[src/rtl/pwmdac_pkg.sv]
package pwmdac_pkg;
  localparam int unsigned CNT_W  = 16;
  localparam int unsigned GAIN_W = 16;
  localparam int unsigned FRAC_W = 8;
  localparam int unsigned NSRC   = 8;
  localparam int unsigned SEL_W  = 4;
  localparam int unsigned NEXT   = 6;
  localparam logic [CNT_W-1:0] DEF_PERIOD = 16'd4095;
endpackage

[src/rtl/pwmdac_cal.sv]
module pwmdac_cal #(
  parameter int unsigned DW = 16,
  parameter int unsigned GW = 16,
  parameter int unsigned FW = 8,
  parameter int unsigned CW = 16
) (
  input  logic [DW-1:0] value,
  input  logic [GW-1:0] gain,
  input  logic [CW:0]   zero,
  input  logic [CW-1:0] limit,
  output logic [CW-1:0] code
);
  localparam int unsigned PW = DW + GW;
  localparam int unsigned SW = PW + 2;
  localparam logic [PW:0] HALF = (PW+1)'(1) << (FW - 1);

  logic [PW-1:0]        prod;
  logic [PW:0]          rsum;
  logic [PW:0]          rnd;
  logic signed [SW-1:0] total;
  logic signed [SW-1:0] lim_s;

  always_comb begin
    prod  = PW'(value) * PW'(gain);
    rsum  = {1'b0, prod} + HALF;
    rnd   = rsum >> FW;
    total = $signed({1'b0, rnd}) + $signed({{(SW-CW-1){zero[CW]}}, zero});
    lim_s = $signed({{(SW-CW){1'b0}}, limit});
    if (total < 0)          code = '0;
    else if (total > lim_s) code = limit;
    else                    code = total[CW-1:0];
  end
endmodule

[src/rtl/pwmdac_core.sv]
module pwmdac_core #(
  parameter int unsigned CW = 16,
  parameter logic [CW-1:0] RST_PER = 16'd4095
) (
  input  logic          clk,
  input  logic          rst_n,
  input  logic          per_we,
  input  logic [CW-1:0] per_in,
  input  logic          pw_we,
  input  logic [CW-1:0] pw_in,
  output logic [CW-1:0] cnt,
  output logic [CW-1:0] per_act,
  output logic [CW-1:0] pw_act,
  output logic [CW-1:0] per_sh,
  output logic [CW-1:0] pw_sh,
  output logic          pwm
);
  logic [CW-1:0] last;
  logic          wrap;

  always_comb begin
    last = (per_act == '0) ? '0 : per_act - 1'b1;
    wrap = (cnt == last);
    pwm  = (cnt < pw_act);
  end

  always_ff @(posedge clk) begin
    if (!rst_n) begin
      cnt     <= '0;
      per_act <= RST_PER;
      per_sh  <= RST_PER;
      pw_act  <= '0;
      pw_sh   <= '0;
    end else begin
      if (per_we) per_sh <= per_in;
      if (pw_we)  pw_sh  <= pw_in;
      if (wrap) begin
        cnt     <= '0;
        per_act <= per_sh;
        pw_act  <= pw_sh;
      end else begin
        cnt <= cnt + 1'b1;
      end
    end
  end
endmodule

[src/rtl/pwmdac_modsel.sv]
module pwmdac_modsel #(
  parameter int unsigned NS = 8,
  parameter int unsigned SW = 4
) (
  input  logic          clk,
  input  logic          rst_n,
  input  logic          cfg_we,
  input  logic [SW-1:0] cfg_code,
  input  logic          cfg_sign,
  input  logic [NS-1:0] src,
  output logic [SW-1:0] sel_q,
  output logic          sign_q,
  output logic          pol
);
  logic [NS-1:0] hit;
  logic          picked;

  for (genvar i = 0; i < NS; i++) begin : g_src
    assign hit[i] = (sel_q == SW'(i + 1)) & src[i];
  end

  assign picked = |hit;
  assign pol    = picked ^ sign_q;

  always_ff @(posedge clk) begin
    if (!rst_n) begin
      sel_q  <= '0;
      sign_q <= 1'b0;
    end else if (cfg_we) begin
      sel_q  <= cfg_code;
      sign_q <= cfg_sign;
    end
  end
endmodule

[src/rtl/pwmdac_ctrl.sv]
module pwmdac_ctrl
  import pwmdac_pkg::*;
(
  input  logic              clk,
  input  logic              rst_n,
  input  logic              req_valid,
  output logic              req_ready,
  input  logic [CNT_W-1:0]  req_value,
  input  logic [CNT_W:0]    cal_zero,
  input  logic [GAIN_W-1:0] cal_gain,
  input  logic              per_we,
  input  logic [CNT_W-1:0]  per_value,
  input  logic              mod_we,
  input  logic [SEL_W-1:0]  mod_code,
  input  logic              mod_sign,
  input  logic [NEXT-1:0]   mod_in,
  output logic              pwm_o,
  output logic              pwm_n_o,
  output logic              pol_o
);
  logic [CNT_W-1:0] cnt, per_act, pw_act, per_sh, pw_sh, code;
  logic [SEL_W-1:0] sel_q;
  logic             sign_q, pwm;
  logic [NSRC-1:0]  srcs;

  assign req_ready = 1'b1;

  pwmdac_cal #(.DW(CNT_W), .GW(GAIN_W), .FW(FRAC_W), .CW(CNT_W)) u_cal (
    .value(req_value), .gain(cal_gain), .zero(cal_zero),
    .limit(per_sh), .code(code)
  );

  pwmdac_core #(.CW(CNT_W), .RST_PER(DEF_PERIOD)) u_core (
    .clk(clk), .rst_n(rst_n),
    .per_we(per_we), .per_in(per_value),
    .pw_we(req_valid & req_ready), .pw_in(code),
    .cnt(cnt), .per_act(per_act), .pw_act(pw_act),
    .per_sh(per_sh), .pw_sh(pw_sh), .pwm(pwm)
  );

  assign pwm_o   = pwm;
  assign pwm_n_o = ~pwm;
  assign srcs    = {~pwm, pwm, mod_in};

  pwmdac_modsel #(.NS(NSRC), .SW(SEL_W)) u_mod (
    .clk(clk), .rst_n(rst_n),
    .cfg_we(mod_we), .cfg_code(mod_code), .cfg_sign(mod_sign),
    .src(srcs), .sel_q(sel_q), .sign_q(sign_q), .pol(pol_o)
  );
endmodule

[config.mk]
export PLATFORM = sky130hd
export DESIGN_NAME = pwmdac_ctrl
export DESIGN_NICKNAME = d
export VERILOG_FILES = /design/src/rtl/pwmdac_pkg.sv /design/src/rtl/pwmdac_cal.sv /design/src/rtl/pwmdac_core.sv /design/src/rtl/pwmdac_modsel.sv /design/src/rtl/pwmdac_ctrl.sv
export SDC_FILE = /design/constraint.sdc
export NUM_CORES = 1
export LEC_CHECK = 0
export BUFFER_PORTS_ARGS = -buffer_cell sky130_fd_sc_hd__clkbuf_2
export CAP_MARGIN = 20
export CORE_ASPECT_RATIO = 0.75
export CORE_MARGIN = 5
export CORE_UTILIZATION = 45
export DETAILED_ROUTE_END_ITERATION = 8
export GPL_TIMING_DRIVEN = 0
export PLACE_DENSITY = 0.68
export SYNTH_ARGS = -nofsm -noshare
export SYNTH_HDL_FRONTEND = slang
export SYNTH_SLANG_ARGS = --single-unit
[constraint.sdc]
create_clock -name clk -period 14.3 [get_ports clk]
set_input_delay 2.86 -clock clk [delete_from_list [all_inputs] [get_ports clk]]
set_output_delay 2.86 -clock clk [all_outputs]
set_load 0.02 [all_outputs]
Yosys cells after proc, flatten, opt, wreduce, memory -nomap -nowiden
Cells that the tools add are included.
{"block": "word_totals", "wordCells": 41, "reg_bits": 85, "inputBits": 81, "output_inout_bits": 4}
{"block": "op_classes", "n_eq_ne": 9, "n_mux": 3, "add_sub_neg": 4, "n_mul": 1, "n_reduce_logical": 3, "bitwise": 11, "n_lt_le_gt_ge": 3}
{"op": "2-to-1 mux 16 bit", "n": 3}
{"op": "> comparator 34 x 17 -> 1 bit", "n": 1}
{"op": "less-than comparator 34 x 1 -> 1 bit (second input constant)", "n": 1}
{"op": "adder 32 x 8 -> 33 bit (second input constant)", "n": 1}
{"op": "multiplier 16 x 16 -> 32 bit", "n": 1}
{"op": "adder 26 x 17 -> 27 bit", "n": 1}
{"op": "adder 16 x 1 -> 16 bit (second input constant)", "n": 1}
{"op": "== test 16 bit", "n": 1}
{"op": "== test 4 x 3 -> 1 bit (second input constant)", "n": 4}
{"op": "logical NOT 16 bit", "n": 1}
{"op": "less-than comparator 16 bit", "n": 1}
{"op": "subtractor 16 x 1 -> 16 bit (second input constant)", "n": 1}
{"op": "bitwise AND 1 bit", "n": 8}
{"op": "== test 4 x 2 -> 1 bit (second input constant)", "n": 2}
{"op": "OR reduction 8 bit", "n": 1}
{"op": "== test 4 x 1 -> 1 bit (second input constant)", "n": 1}
{"op": "== test 4 bit (second input constant)", "n": 1}
{"op": "NOT 1 bit", "n": 2}
{"op": "OR reduction 2 bit", "n": 1}
{"op": "XOR 1 bit", "n": 1}

Longest topological paths before layout
Gate-level depths: netlist of run 1.
{"block": "logic_depth", "ltp_word": 6, "mapped_depth": 42, "mapped_depth_nobuf": 39}

Modules after synthesis
Synthesis of run 1 repeated with hierarchy kept, for this count alone.
{"block": "hier_totals", "hier_cells": 1811, "hier_area_um2": 15700.1}
{"module": "pwmdac_cal", "seq_area_each_um2": 0.0, "instances": 1, "area_per_inst_um2": 10871.7, "cells_per_inst": 1290}
{"module": "pwmdac_core", "seq_area_each_um2": 1601.5, "instances": 1, "area_per_inst_um2": 4515.6, "cells_per_inst": 487}
{"module": "pwmdac_modsel", "seq_area_each_um2": 100.1, "instances": 1, "area_per_inst_um2": 297.8, "cells_per_inst": 31}
{"module": "pwmdac_ctrl", "seq_area_each_um2": 0.0, "instances": 1, "area_per_inst_um2": 15.0, "cells_per_inst": 3}

Least setup slack after synthesis of run 1
No wires, ideal clock.
{"block": "synth_timing", "path_kind": "in2reg", "startpoint": "in cal_gain[9]", "endpoint": "reg u_core.pw_sh[10]", "slack_ps": 2041, "path_stages": 41, "n_path_buf": 3, "t_required_ps": 14173, "setup_time_ps": 127, "t_arrival_ps": 12132, "path_cell_list": "clkbuf_1 nand2_1 fa_1 inv_1 fa_1 inv_1 fa_1 inv_1 fa_1 fa_1 inv_1 fa_1 inv_1 ha_1 a21oi_1 inv_1 a311oi_1 a21oi_1 (+5 left out) ha_1 nand2_1 nor3_1 nand3_1 a21oi_1 xor2_1 ha_1 and4_1 nand3_1 or4_1 a2111oi_0 o2111ai_1 or4_1 o31ai_2 and2_1 buf_2 buf_2 o211ai_1"}
{"block": "synth_via", "elab_chain_len": 6, "word_cells_on_any_way": 7, "classes_between": "add/sub (2); mul (1); order compare (2); mux (2)"}
{"element": "start, declared", "line_no": "pwmdac_ctrl.sv:10", "text": "input logic [GAIN_W-1:0] cal_gain,"}
{"element": "multiplier 16 x 16 -> 32 bit *", "line_no": "pwmdac_cal.sv:24", "text": "prod = PW'(value) * PW'(gain);"}
{"element": "adder 32 x 8 -> 33 bit *", "line_no": "pwmdac_cal.sv:25", "text": "rsum = {1'b0, prod} + HALF;"}
{"element": "adder 26 x 17 -> 27 bit *", "line_no": "pwmdac_cal.sv:27", "text": "total = $signed({1'b0, rnd}) + $signed({{(SW-CW-1){zero[CW]}}, zero});"}
{"element": "> comparator 34 x 17 -> 1 bit", "line_no": "pwmdac_cal.sv:30", "text": "else if (total > lim_s) code = limit;"}
{"element": "2-to-1 mux 16 bit", "line_no": "pwmdac_cal.sv:30"}
{"element": "2-to-1 mux 16 bit *", "line_no": "pwmdac_cal.sv:29", "text": "if (total < 0) code = '0;"}
{"element": "end signal, assigned", "line_no": "pwmdac_core.sv:36", "text": "if (pw_we) pw_sh <= pw_in;"}
{"element": "end, declared", "line_no": "pwmdac_core.sv:15", "text": "output logic [CW-1:0] pw_sh,"}
Every way passes the cells marked *; elsewhere a longest branch is shown, timed or not.
A chain may end at the register's enable or synchronous reset.

Worst setup path in the final report of run 1
{"block": "layout_timing", "startpoint": "in cal_gain[11]", "endpoint": "reg u_core.pw_sh[12]"}
Same word-level chain as after synthesis.

==> results.yml, run 1 <==
outcome:
  run_status: "completed"
critical_path:
  crit_end: "u_core.pw_sh[12]$_SDFFE_PN0P_"
  critPathRequiredTime_ps: 14510
  cp.arrival_ps: 13840
  crit_fanout: 10
  cpPeakStageDelay_ps: 570
  critical_path.startpoint: "cal_gain[11]"
  worstSetupStartpointType: "primary input"
  crit_top_cell: "inv_1"
  crit-reg2reg-launch: "u_core.per_sh[3]$_SDFFE_PN1P_"
  reg2reg_setup_slack_ps: 9850
  critical_path.endpoint_type: "flip-flop"
  reg2regPathDepth: 14
  critical_path_class: "primary input to flip-flop"
  r2r-end: "u_core.pw_sh[12]$_SDFFE_PN0P_"
  crit_slowest_cell: "or4_1"
die:
  die-area_mm2: 0.03645
  rows: 57
  io_pins: 85
  coreArea_mm2: 0.03231
  horiz_die_dim_um: 218.8
  die_y_um: 166.6
  initial_core_util_pct: 45.54
placed_design:
  detailed_place_hpwl_mm: 32.18
  port_buffers: 81
  place_congestion: 0.9380
global_route:
  via_count_of_the_first_global_routing_pass: 12341
  gr-usage-all-layers_pct: 20.93
  gr-total-overflow: 0
  wire_length_of_the_first_global_routing_pass_mm: 62.51
  grt_max_degree: 16
  initial_antenna_violation_count: 1
clocking:
  cts_root_buf: "clkbuf_16"
  cts_htree_levels: 3
  clk_pin_slew_worst_paths_ps: 60
  clock_sinks: 85
  ctsLongestPathBuffers: 2
  cts_tree: "yes"
  numCtsBuffers: 9
  cts_hold_buffers: 0
  later_pin_clock_latency_in_the_skew_report_ps: 340
drt:
  drc_errors: 0
  detail_route.wl_per_cell_um: 16.23
  drt_first_iter_violations: 947
  drt-total-wl_mm: 36.95
  drt-pass1-iter-count: 7
  vias_per_cell: 5.286
  num_vias: 12031
  drt.antenna.violating_nets: 0
logic_synthesis:
  synthesis.area_per_instance_um2: 8.441
  post_synthesis_async_set_or_reset_flop_share_pct: 0
  synth.top_cells.by_area: "fa_1 27%, ha_1 15%, dfxtp_1 12%"
  synthesis.nets: 2198
  synthDominantCellAreaShare_pct: 26.67
  synth_sequential_area_ratio_pct: 11.57
  yosys.cell_types.count: 64
  synth-seq-cells: 85
  synth_largest_area_cell: "fa_1"
  ys.flop_type: "dfxtp_1"
  netlist_area_mm2: 0.01471
  synth-edff-count: 0
  postSynthCellCount: 1743
  ys_warn_count: 0
sta:
  min_period_over_period_pct: 95.26
  clock.fmax_ghz: 0.07341
  hold_viol: 0
  setup_viol: 0
  drv_slew: 0
  slew_at_the_pin_with_the_worst_max_slew_slack_ps: 812.0
  sum_of_negative_setup_slack_ps: 0
  rsz0062_at_grt: "false"
  clock-skew-final_ps: 7.334
  slew_headroom_pct: 45.86
  post-route-min-period_ps: 13620
run:
  cap_viol_max_count: 0
layout:
  area_growth_pct: 8.648
  drive_above_1_share_pct: 6.656
  num-nets-final: 2283
worst_hold_path:
  worst_hold_path_type: "flip-flop to flip-flop"
-- worst min path at each step --
stage,start,end,slack (ps),cells after the start
2_1_floorplan,u_core.pw_sh[0]$_SDFFE_PN0P_,u_core.pw_sh[0]$_SDFFE_PN0P_,440,2
3_3_place_gp,u_core.pw_sh[15]$_SDFFE_PN0P_,u_core.pw_sh[15]$_SDFFE_PN0P_,470,2
3_5_place_dp,u_core.pw_sh[15]$_SDFFE_PN0P_,u_core.pw_sh[15]$_SDFFE_PN0P_,480,2
4_1_cts,u_core.pw_sh[15]$_SDFFE_PN0P_,u_core.pw_sh[15]$_SDFFE_PN0P_,490,2
5_1_grt,u_core.pw_sh[14]$_SDFFE_PN0P_,u_core.pw_sh[14]$_SDFFE_PN0P_,510,2
6_report,u_core.pw_sh[15]$_SDFFE_PN0P_,u_core.pw_sh[15]$_SDFFE_PN0P_,490,2
-- registers in the layout (all words and copies together), names as in the netlist --
signal          flops
u_mod.sel_q         4
u_core.per_sh      16
u_mod.sign_q        1
u_core.pw_act      16
u_core.pw_sh       16
u_core.per_act     16
u_core.cnt         16
-- routing by layer --
metal | global-route usage (%) | wire, µm
met2 | 32.15 | 16320
met3 | 3.793 | 2559
met4 | 4.367 | 783
met1 | 31.06 | 17290
met5 | 0 | 0
-- metrics by stage --
step                util (%)  instances  cell area [µm²]  worst slack [ps]  hold WS [ps]
CTS                    49.51       2282            16000             391.0         489.9
detailed placement     48.51       2266            15670             71.03         475.3
global route           49.47       2275            15980             46.17         509.1
global placement       48.51       2266            15670             244.4         470.0
finish                 49.48       2276            15990             678.3         489.8
floorplan                  -       1743            14710              2041         442.5
-- layout by cell type, fill, tap and decap left out, types with 3 or more instances in the layout --
master / n
nor4b_1: 4
a2111oi_0: 4
dfxtp_1: 85
o21bai_1: 4
or3_1: 3
clkbuf_16: 9
a21o_1: 18
buf_4: 3
nor3b_1: 3
a211oi_1: 14
inv_1: 299
clkbuf_1: 49
nand2_1: 239
or4_1: 5
nor2b_1: 36
o21ai_0: 31
a221oi_1: 3
nor2_1: 64
nor3_1: 23
o22ai_1: 4
fa_1: 196
nand4_1: 28
nand2b_1: 13
o21a_1: 8
a221o_1: 3
buf_6: 4
o211ai_1: 38
xor2_1: 26
and2_1: 126
xnor2_1: 46
nand3_1: 24
nor4_1: 4
and3_1: 7
a31oi_1: 7
mux2i_1: 42
clkbuf_2: 82
ha_1: 178
a21oi_1: 52
buf_2: 6
-- cells by family (layout without fill, tap and decap cells) --
logic type / after synthesis / in the layout / share of synthesized area, %
AOI/OAI and AO/OA: 210 / 210 / 9.669
and+or+nand+nor: 587 / 587 / 19.83
xor gates and xnor gates: 73 / 73 / 4.397
adders and majority gates: 374 / 374 / 41.81
DFF: 85 / 85 / 11.57
other: 1 / 2 / 0.02549
buffers and inverters: 370 / 460 / 9.771
muxes: 43 / 43 / 2.934
-- synth_stat cells, drive strengths merged (7+ instances only) --
library cell  instances
ha                  178
a31oi                 7
xor2                 26
o21a                  8
dfxtp                85
buf                  14
a21o                 18
xnor2                47
nand3                24
nor3                 24
nand4                28
o211ai               38
a211oi               14
nor2b                36
and2                126
clkbuf               57
o21ai                33
and3                  7
a21oi                52
nand2               239
fa                  196
inv                 299
nand2b               13
nor2                 64
mux2i                42
-- critical path, delay by kind of cell --
| family | cells | cell delay, ps |
|---|---|---|
| AND/OR/NAND/NOR | 10 | 2280 |
| buffers and inverters | 10 | 1460 |
| AO/OA/AOI/OAI | 11 | 2930 |
| XOR/XNOR | 2 | 460 |
| adder cells (fa/ha/maj) | 9 | 3820 |
-- area by class of cell --
cell class,instances,area [µm²]
Antenna cell,1,2.502
Buffer,64,290.3
Clock buffer,9,225.2
Clock inverter,7,98.84
Fill cell,3148,16320
Inverter,299,1122
Multi-Input combinational cell,1288,11590
Sequential cell,85,1702
Tap cell,442,553.0
Timing Repair Buffer,81,405.4
-- what timing repair did --
item	4_1_cts	5_1_grt
setup endpoints to repair	0	16
endpoints found under the hold margin	0	0
gates resized for setup	0	4
setup buffers	0	0
Power of run 1 is left out: the tool's default activity adds up to more than one toggle a clock period on the data nets, which glitch-free logic cannot reach.
==> run 2, diff against run 1 <==
--- a/config.mk
+++ b/config.mk
@@ -8,11 +8,13 @@
 export BUFFER_PORTS_ARGS = -buffer_cell sky130_fd_sc_hd__clkbuf_2
 export CAP_MARGIN = 20
 export CORE_ASPECT_RATIO = 0.75
-export CORE_MARGIN = 5
+export CORE_MARGIN = 2
 export CORE_UTILIZATION = 45
 export DETAILED_ROUTE_END_ITERATION = 8
 export GPL_TIMING_DRIVEN = 0
 export PLACE_DENSITY = 0.68
+export RECOVER_POWER = 50
 export SYNTH_ARGS = -nofsm -noshare
 export SYNTH_HDL_FRONTEND = slang
+export SYNTH_HIERARCHICAL = 1
 export SYNTH_SLANG_ARGS = --single-unit
==> results.yml, run 2 <==
logic_synthesis:
  synth_sequential_area_ratio_pct: 10.84
  ys_warn_count: 6
  synth.most_common_cell: "inv_1"
  synthesis.nets: 2264
  netlist_top_cells_count: "296 x inv_1, 230 x nand2_1, 196 x fa_1"
  post_synthesis_async_set_or_reset_flop_share_pct: 0
  netlist_area_mm2: 0.01570
  synth-seq-cells: 85
  synthDominantCellAreaShare_pct: 24.99
  postSynthCellCount: 1811
  ys.flop_type: "dfxtp_1"
  synthesis.area_per_instance_um2: 8.669
  yosys.cell_types.count: 98
  synth_largest_area_cell: "fa_1"
  synth.top_cells.by_area: "fa_1 25%, ha_1 14%, dfxtp_1 11%"
  synth-edff-count: 0
die:
  rows: 59
  die-area_mm2: 0.03641
  horiz_die_dim_um: 219.7
  io_pins: 85
  coreArea_mm2: 0.03455
  die_y_um: 165.8
  initial_core_util_pct: 45.44
critical_path:
  critical_path_class: "primary input to flip-flop"
  critical_path.endpoint_type: "flip-flop"
  crit_top_cell: "fa_1"
  worstSetupStartpointType: "primary input"
  critPathRequiredTime_ps: 14530
  cpPeakStageDelay_ps: 580
  crit_fanout: 10
  cp.arrival_ps: 12950
  reg2regPathDepth: 14
  crit_slowest_cell: "fa_1"
run:
  cap_viol_max_count: 0
global_route:
  groute.layer.met2.usage_pct: 33.08
  initial_antenna_violation_count: 0
  gr-total-overflow: 0
  grt.met1_usage_pct: 35.92
  wire_length_of_the_first_global_routing_pass_mm: 65.85
  global_route.peak_usage_layer: "met1"
  gr-usage-all-layers_pct: 22.71
  via_count_of_the_first_global_routing_pass: 12604
  grt_max_degree: 19
  met3_usage_pct: 3.315
layout:
  area_growth_pct: 7.850
  layoutNonFillerInstCount: 2365
  layout_commonest_cell: "inv_1"
  most-common-layout-cells: "296 x inv_1, 230 x nand2_1, 196 x fa_1"
  nFillCells: 3379
  num-nets-final: 2355
  final_core_utilization_pct: 49.01
  drive_above_1_share_pct: 9.754
placed_design:
  port_buffers: 80
  place_congestion: 0.9323
  placed_cells: 2348
  detailed_place_hpwl_mm: 34.39
worst_hold_path:
  hold_path_depth: 2
  worst_hold_path_type: "flip-flop to flip-flop"
drt:
  drt-pass1-iter-count: 7
  drt.antenna.violating_nets: 0
  detail_route.wl_per_cell_um: 17.05
  drc_errors: 0
  num_vias: 12772
  vias_per_cell: 5.400
  drt_first_iter_violations: 1064
  drt-total-wl_mm: 40.32
clocking:
  later_pin_clock_latency_in_the_skew_report_ps: 350
  ctsLongestPathBuffers: 2
  numCtsBuffers: 9
  cts_hold_buffers: 0
  cts_root_buf: "clkbuf_16"
  cts.repair_timing.setup_buffer_count: 0
  cts_tree: "yes"
  post_cts_resize_count: 0
  cts_htree_levels: 3
  clk_pin_slew_worst_paths_ps: 60
  clock_sinks: 85
sta:
  slew_at_the_pin_with_the_worst_max_slew_slack_ps: 782.3
  post-route-min-period_ps: 12720
  drv_slew: 0
  sum_of_negative_setup_slack_ps: 0
  clock.fmax_ghz: 0.07864
  hold_viol: 0
  slew_headroom_pct: 47.85
  rsz0062_at_grt: "false"
  clock-skew-final_ps: 8.477
  min_period_over_period_pct: 88.92
  setup_viol: 0
outcome:
  run_status: "completed"
==> run 2: cell count changes after synthesis, sizes merged, moves of 8 or more <==
cell / previous run / this run
mux2i: 42 / 61
o21ai: 33 / 52
nor3b: 3 / 20
a21o: 18 / 33
nor2: 64 / 49
xnor2: 47 / 36
buf: 14 / 23
o211ai: 38 / 29
nand2: 239 / 231
==> run 2: through the flow <==
step / area (µm²) / setup WS, ps / hold WS, ps
detailed placement: 16670 / 1451 / 447.4
floorplan: 15700 / 3075 / 434.7
global route: 16930 / 1125 / 468.4
finish: 16930 / 1585 / 460.0
CTS: 16970 / 1776 / 460.5
global placement: 16670 / 1689 / 445.7
==> run 2: cell type report <==
class / count / area (µm²) / share of cell area [%]
flip-flops and latches: 85 / 1702 / 10.05
diodes: 1 / 2.502 / 0.01478
clock inverters: 7 / 68.82 / 0.4064
plain buffers: 75 / 385.4 / 2.276
clock buffers: 9 / 225.2 / 1.330
repair buffers: 80 / 399.1 / 2.357
multi-input cells: 1355 / 12470 / 73.63
well taps: 457 / 571.8 / 3.377
inverters: 296 / 1111 / 6.562
==> run 2: worst paths after layout <==
path,start,endpoint,slack (ps)
hold / removal,u_core/pw_act[6]$_SDFFE_PN0N_,u_core/pw_act[6]$_SDFFE_PN0N_,460
setup reg to reg,u_core/per_act[0]$_SDFFE_PN1N_,u_core/per_act[8]$_SDFFE_PN1N_,10600
setup / recovery,req_value[9],u_core/pw_sh[6]$_SDFFE_PN0P_,1580
hold reg to reg,u_core/pw_act[6]$_SDFFE_PN0N_,u_core/pw_act[6]$_SDFFE_PN0N_,460
==> run 2: worst max-delay path, delay by kind of cell <==
| kind | cells | cell delay, ps |
|---|---|---|
| AOI/OAI and AO/OA | 14 | 2790 |
| and+or+nand+nor | 8 | 1350 |
| muxes | 1 | 170 |
| xor gates and xnor gates | 2 | 430 |
| adders and majority gates | 9 | 4150 |
| buffers and inverters | 6 | 1150 |
==> run 2: cell families after synthesis <==
logic type      synth area share [%]
xor+xnor                       3.682
mux                            4.056
other cells                  0.02389
compound gates                 12.09
buf+inv                        9.531
fa+ha+maj                      39.02
simple gates                   20.76
flops                          10.84
==> run 2: metal layers <==
layer | vias to the layer above | part of all wire (%)
li1 | 6104 | -
met1 | 6257 | 50
met2 | 374 | 42
met3 | 37 | 6.9
met4 | 0 | 1.3
met5 | - | 0
Power of run 2 is left out for the same reason.
==> run 3, diff against run 2 <==
--- a/config.mk
+++ b/config.mk
@@ -5,6 +5,7 @@
 export SDC_FILE = /design/constraint.sdc
 export NUM_CORES = 1
 export LEC_CHECK = 0
+export ABC_AREA = 1
 export BUFFER_PORTS_ARGS = -buffer_cell sky130_fd_sc_hd__clkbuf_2
 export CAP_MARGIN = 20
 export CORE_ASPECT_RATIO = 0.75
==> results.yml, run 3 <==
outcome:
  run_status: "completed"
drt:
  drc_errors: 0
  detail_route.wl_per_cell_um: 16.12
  drt.antenna.violating_nets: 0
  num_vias: 15102
  drt-total-wl_mm: 47.59
  drt-pass1-iter-count: 5
  drt_first_iter_violations: 1150
  vias_per_cell: 5.116
clocking:
  later_pin_clock_latency_in_the_skew_report_ps: 350
  cts_tree: "yes"
  clock_sinks: 85
  cts_hold_buffers: 0
  clk_pin_slew_worst_paths_ps: 70
  cts_htree_levels: 3
  cts_root_buf: "clkbuf_16"
  numCtsBuffers: 9
  cts.repair_timing.setup_buffer_count: 0
  ctsLongestPathBuffers: 2
  post_cts_resize_count: 0
logic_synthesis:
  ys.flop_type: "dfxtp_1"
  netlist_top_cells_count: "656 x nand2_1, 558 x inv_1, 196 x fa_1"
  synth_xor_area_share_pct: 3.221
  post_synthesis_async_set_or_reset_flop_share_pct: 0
  synthesis.area_per_instance_um2: 6.764
  synth.top_cells.by_area: "fa_1 24%, nand2_1 15%, ha_1 13%"
  yosys.cell_types.count: 46
  synth_compound_area_share_pct: 6.181
  synth_sequential_area_ratio_pct: 10.40
  adder_cell_share_of_the_synthesized_area_pct: 37.45
  synth-seq-cells: 85
  synthesis.nets: 2871
  synthDominantCellAreaShare_pct: 23.99
  synth_top_family_by_area: "adder cells"
  postSynthCellCount: 2418
  netlist_area_mm2: 0.01636
  synth_simple_gate_area_share_pct: 27.29
  share_of_cell_area_taken_by_muxes_after_synthesis_pct: 0
  synth_largest_area_cell: "fa_1"
  synth-edff-count: 0
  ys_warn_count: 6
  synth.most_common_cell: "nand2_1"
layout:
  area_taken_by_multi_input_logic_gates_mm2: 0.01213
  register_area_mm2: 0.001702
  nFillCells: 3603
  antennaDiodeCount: 0
  num-nets-final: 2935
  drive_above_1_share_pct: 5.468
  layout_commonest_cell: "nand2_1"
  area_growth_pct: 6.992
  most-common-layout-cells: "657 x nand2_1, 558 x inv_1, 196 x fa_1"
global_route:
  gr-usage-all-layers_pct: 25.88
  via_count_of_the_first_global_routing_pass: 15007
  wire_length_of_the_first_global_routing_pass_mm: 76.91
  gr-total-overflow: 0
  initial_antenna_violation_count: 0
  grt_max_degree: 16
die:
  rows: 60
  die_y_um: 169.1
  coreArea_mm2: 0.03581
  horiz_die_dim_um: 224.1
  initial_core_util_pct: 45.67
  io_pins: 85
  die-area_mm2: 0.03790
placed_design:
  port_buffers: 53
  detailed_place_hpwl_mm: 40.78
  place_congestion: 0.9509
  pre_cts_ws_ps: 2127
sta:
  sum_of_negative_setup_slack_ps: 0
  rsz0062_at_grt: "false"
  clock-skew-final_ps: 8.468
  min_period_over_period_pct: 83.82
  hold_viol: 0
  slew_headroom_pct: 50.20
  slew_at_the_pin_with_the_worst_max_slew_slack_ps: 747.0
  drv_slew: 0
  setup_viol: 0
  post-route-min-period_ps: 11990
  clock.fmax_ghz: 0.08343
  final_critical_path_setup_slack_ps: 2314
critical_path:
  worst_path_dominant_cell_family: "adder cells"
  critical_path.startpoint: "req_value[6]"
  crit_fanout: 10
  crit_top_cell: "nand2_1"
  cpPeakStageDelay_ps: 630
  crit_end: "u_core/pw_sh[8]$_SDFFE_PN0P_"
  timing.critical_path.buf_inv: 10
  crit-reg2reg-launch: "u_core/per_act[0]$_SDFFE_PN1N_"
  r2r-end: "u_core/cnt[10]$_SDFF_PP0_"
  critPathRequiredTime_ps: 14580
  critical_path.endpoint_type: "flip-flop"
  crit_slowest_cell: "clkbuf_1"
  reg2regPathDepth: 16
  critical_path_cell_count: 42
  worstSetupStartpointType: "primary input"
  critical_path_class: "primary input to flip-flop"
  reg2reg_setup_slack_ps: 11130
  cp.arrival_ps: 12270
worst_hold_path:
  worst_hold_path_type: "flip-flop to flip-flop"
run:
  cap_viol_max_count: 0
-- run 3: kinds of logic after synthesis --
| group | Yosys count |
|---|---|
| AND/OR/NAND/NOR | 1065 |
| buffers and inverters | 655 |
| adder cells (fa/ha/maj) | 372 |
| AO/OA/AOI/OAI | 182 |
| flip-flops | 85 |
| XOR/XNOR | 58 |
| other | 1 |
-- run 3: cell type report --
type	instances	share of cell area, %
multi-input cells	1678	69.31
well taps	465	3.325
flip-flops and latches	85	9.724
clock inverters	6	0.3933
clock buffers	10	1.366
repair buffers	53	1.509
inverters	562	12.05
plain buffers	93	2.324
-- run 3: metal layers --
metal	vias up	wire length, µm	GRT usage [%]
met2	568	18360	36.75
met1	7095	23330	38.64
met3	59	5013	7.516
met4	0	887	5.333
met5	-	0	0
li1	7380	-	-
-- run 3: how the worst min path moves through the flow --
stage | slack, ps | startpoint | cells past startpoint | end
floorplan | 430 | u_core/per_act[0]$_SDFFE_PN1N_ | 2 | u_core/per_act[0]$_SDFFE_PN1N_
global placement | 450 | u_core/per_act[0]$_SDFFE_PN1N_ | 2 | u_core/per_act[0]$_SDFFE_PN1N_
detailed placement | 450 | u_core/per_act[0]$_SDFFE_PN1N_ | 2 | u_core/per_act[0]$_SDFFE_PN1N_
CTS | 470 | u_core/pw_sh[11]$_SDFFE_PN0P_ | 2 | u_core/pw_sh[11]$_SDFFE_PN0P_
global route | 490 | u_core/pw_sh[8]$_SDFFE_PN0P_ | 2 | u_core/pw_sh[8]$_SDFFE_PN0P_
finish | 460 | u_core/pw_sh[11]$_SDFFE_PN0P_ | 2 | u_core/pw_sh[11]$_SDFFE_PN0P_
-- run 3: worst min-delay path, delay by kind of cell, from the launching register on --
family          cells  cell delay (ps)
buf+inv             1               60
flops               1              300
compound gates      1               60
-- run 3: stage by stage --
stage / utilization, % / cell area (µm²) / hold WS, ps / instances
floorplan: - / 16360 / 428.9 / 2418
global placement: 48.04 / 17200 / 449.9 / 2936
detailed placement: 48.04 / 17200 / 454.8 / 2936
CTS: 48.90 / 17510 / 465.5 / 2952
global route: 48.87 / 17500 / 494.4 / 2952
finish: 48.87 / 17500 / 460.7 / 2952
Power of run 3 is left out for the same reason.
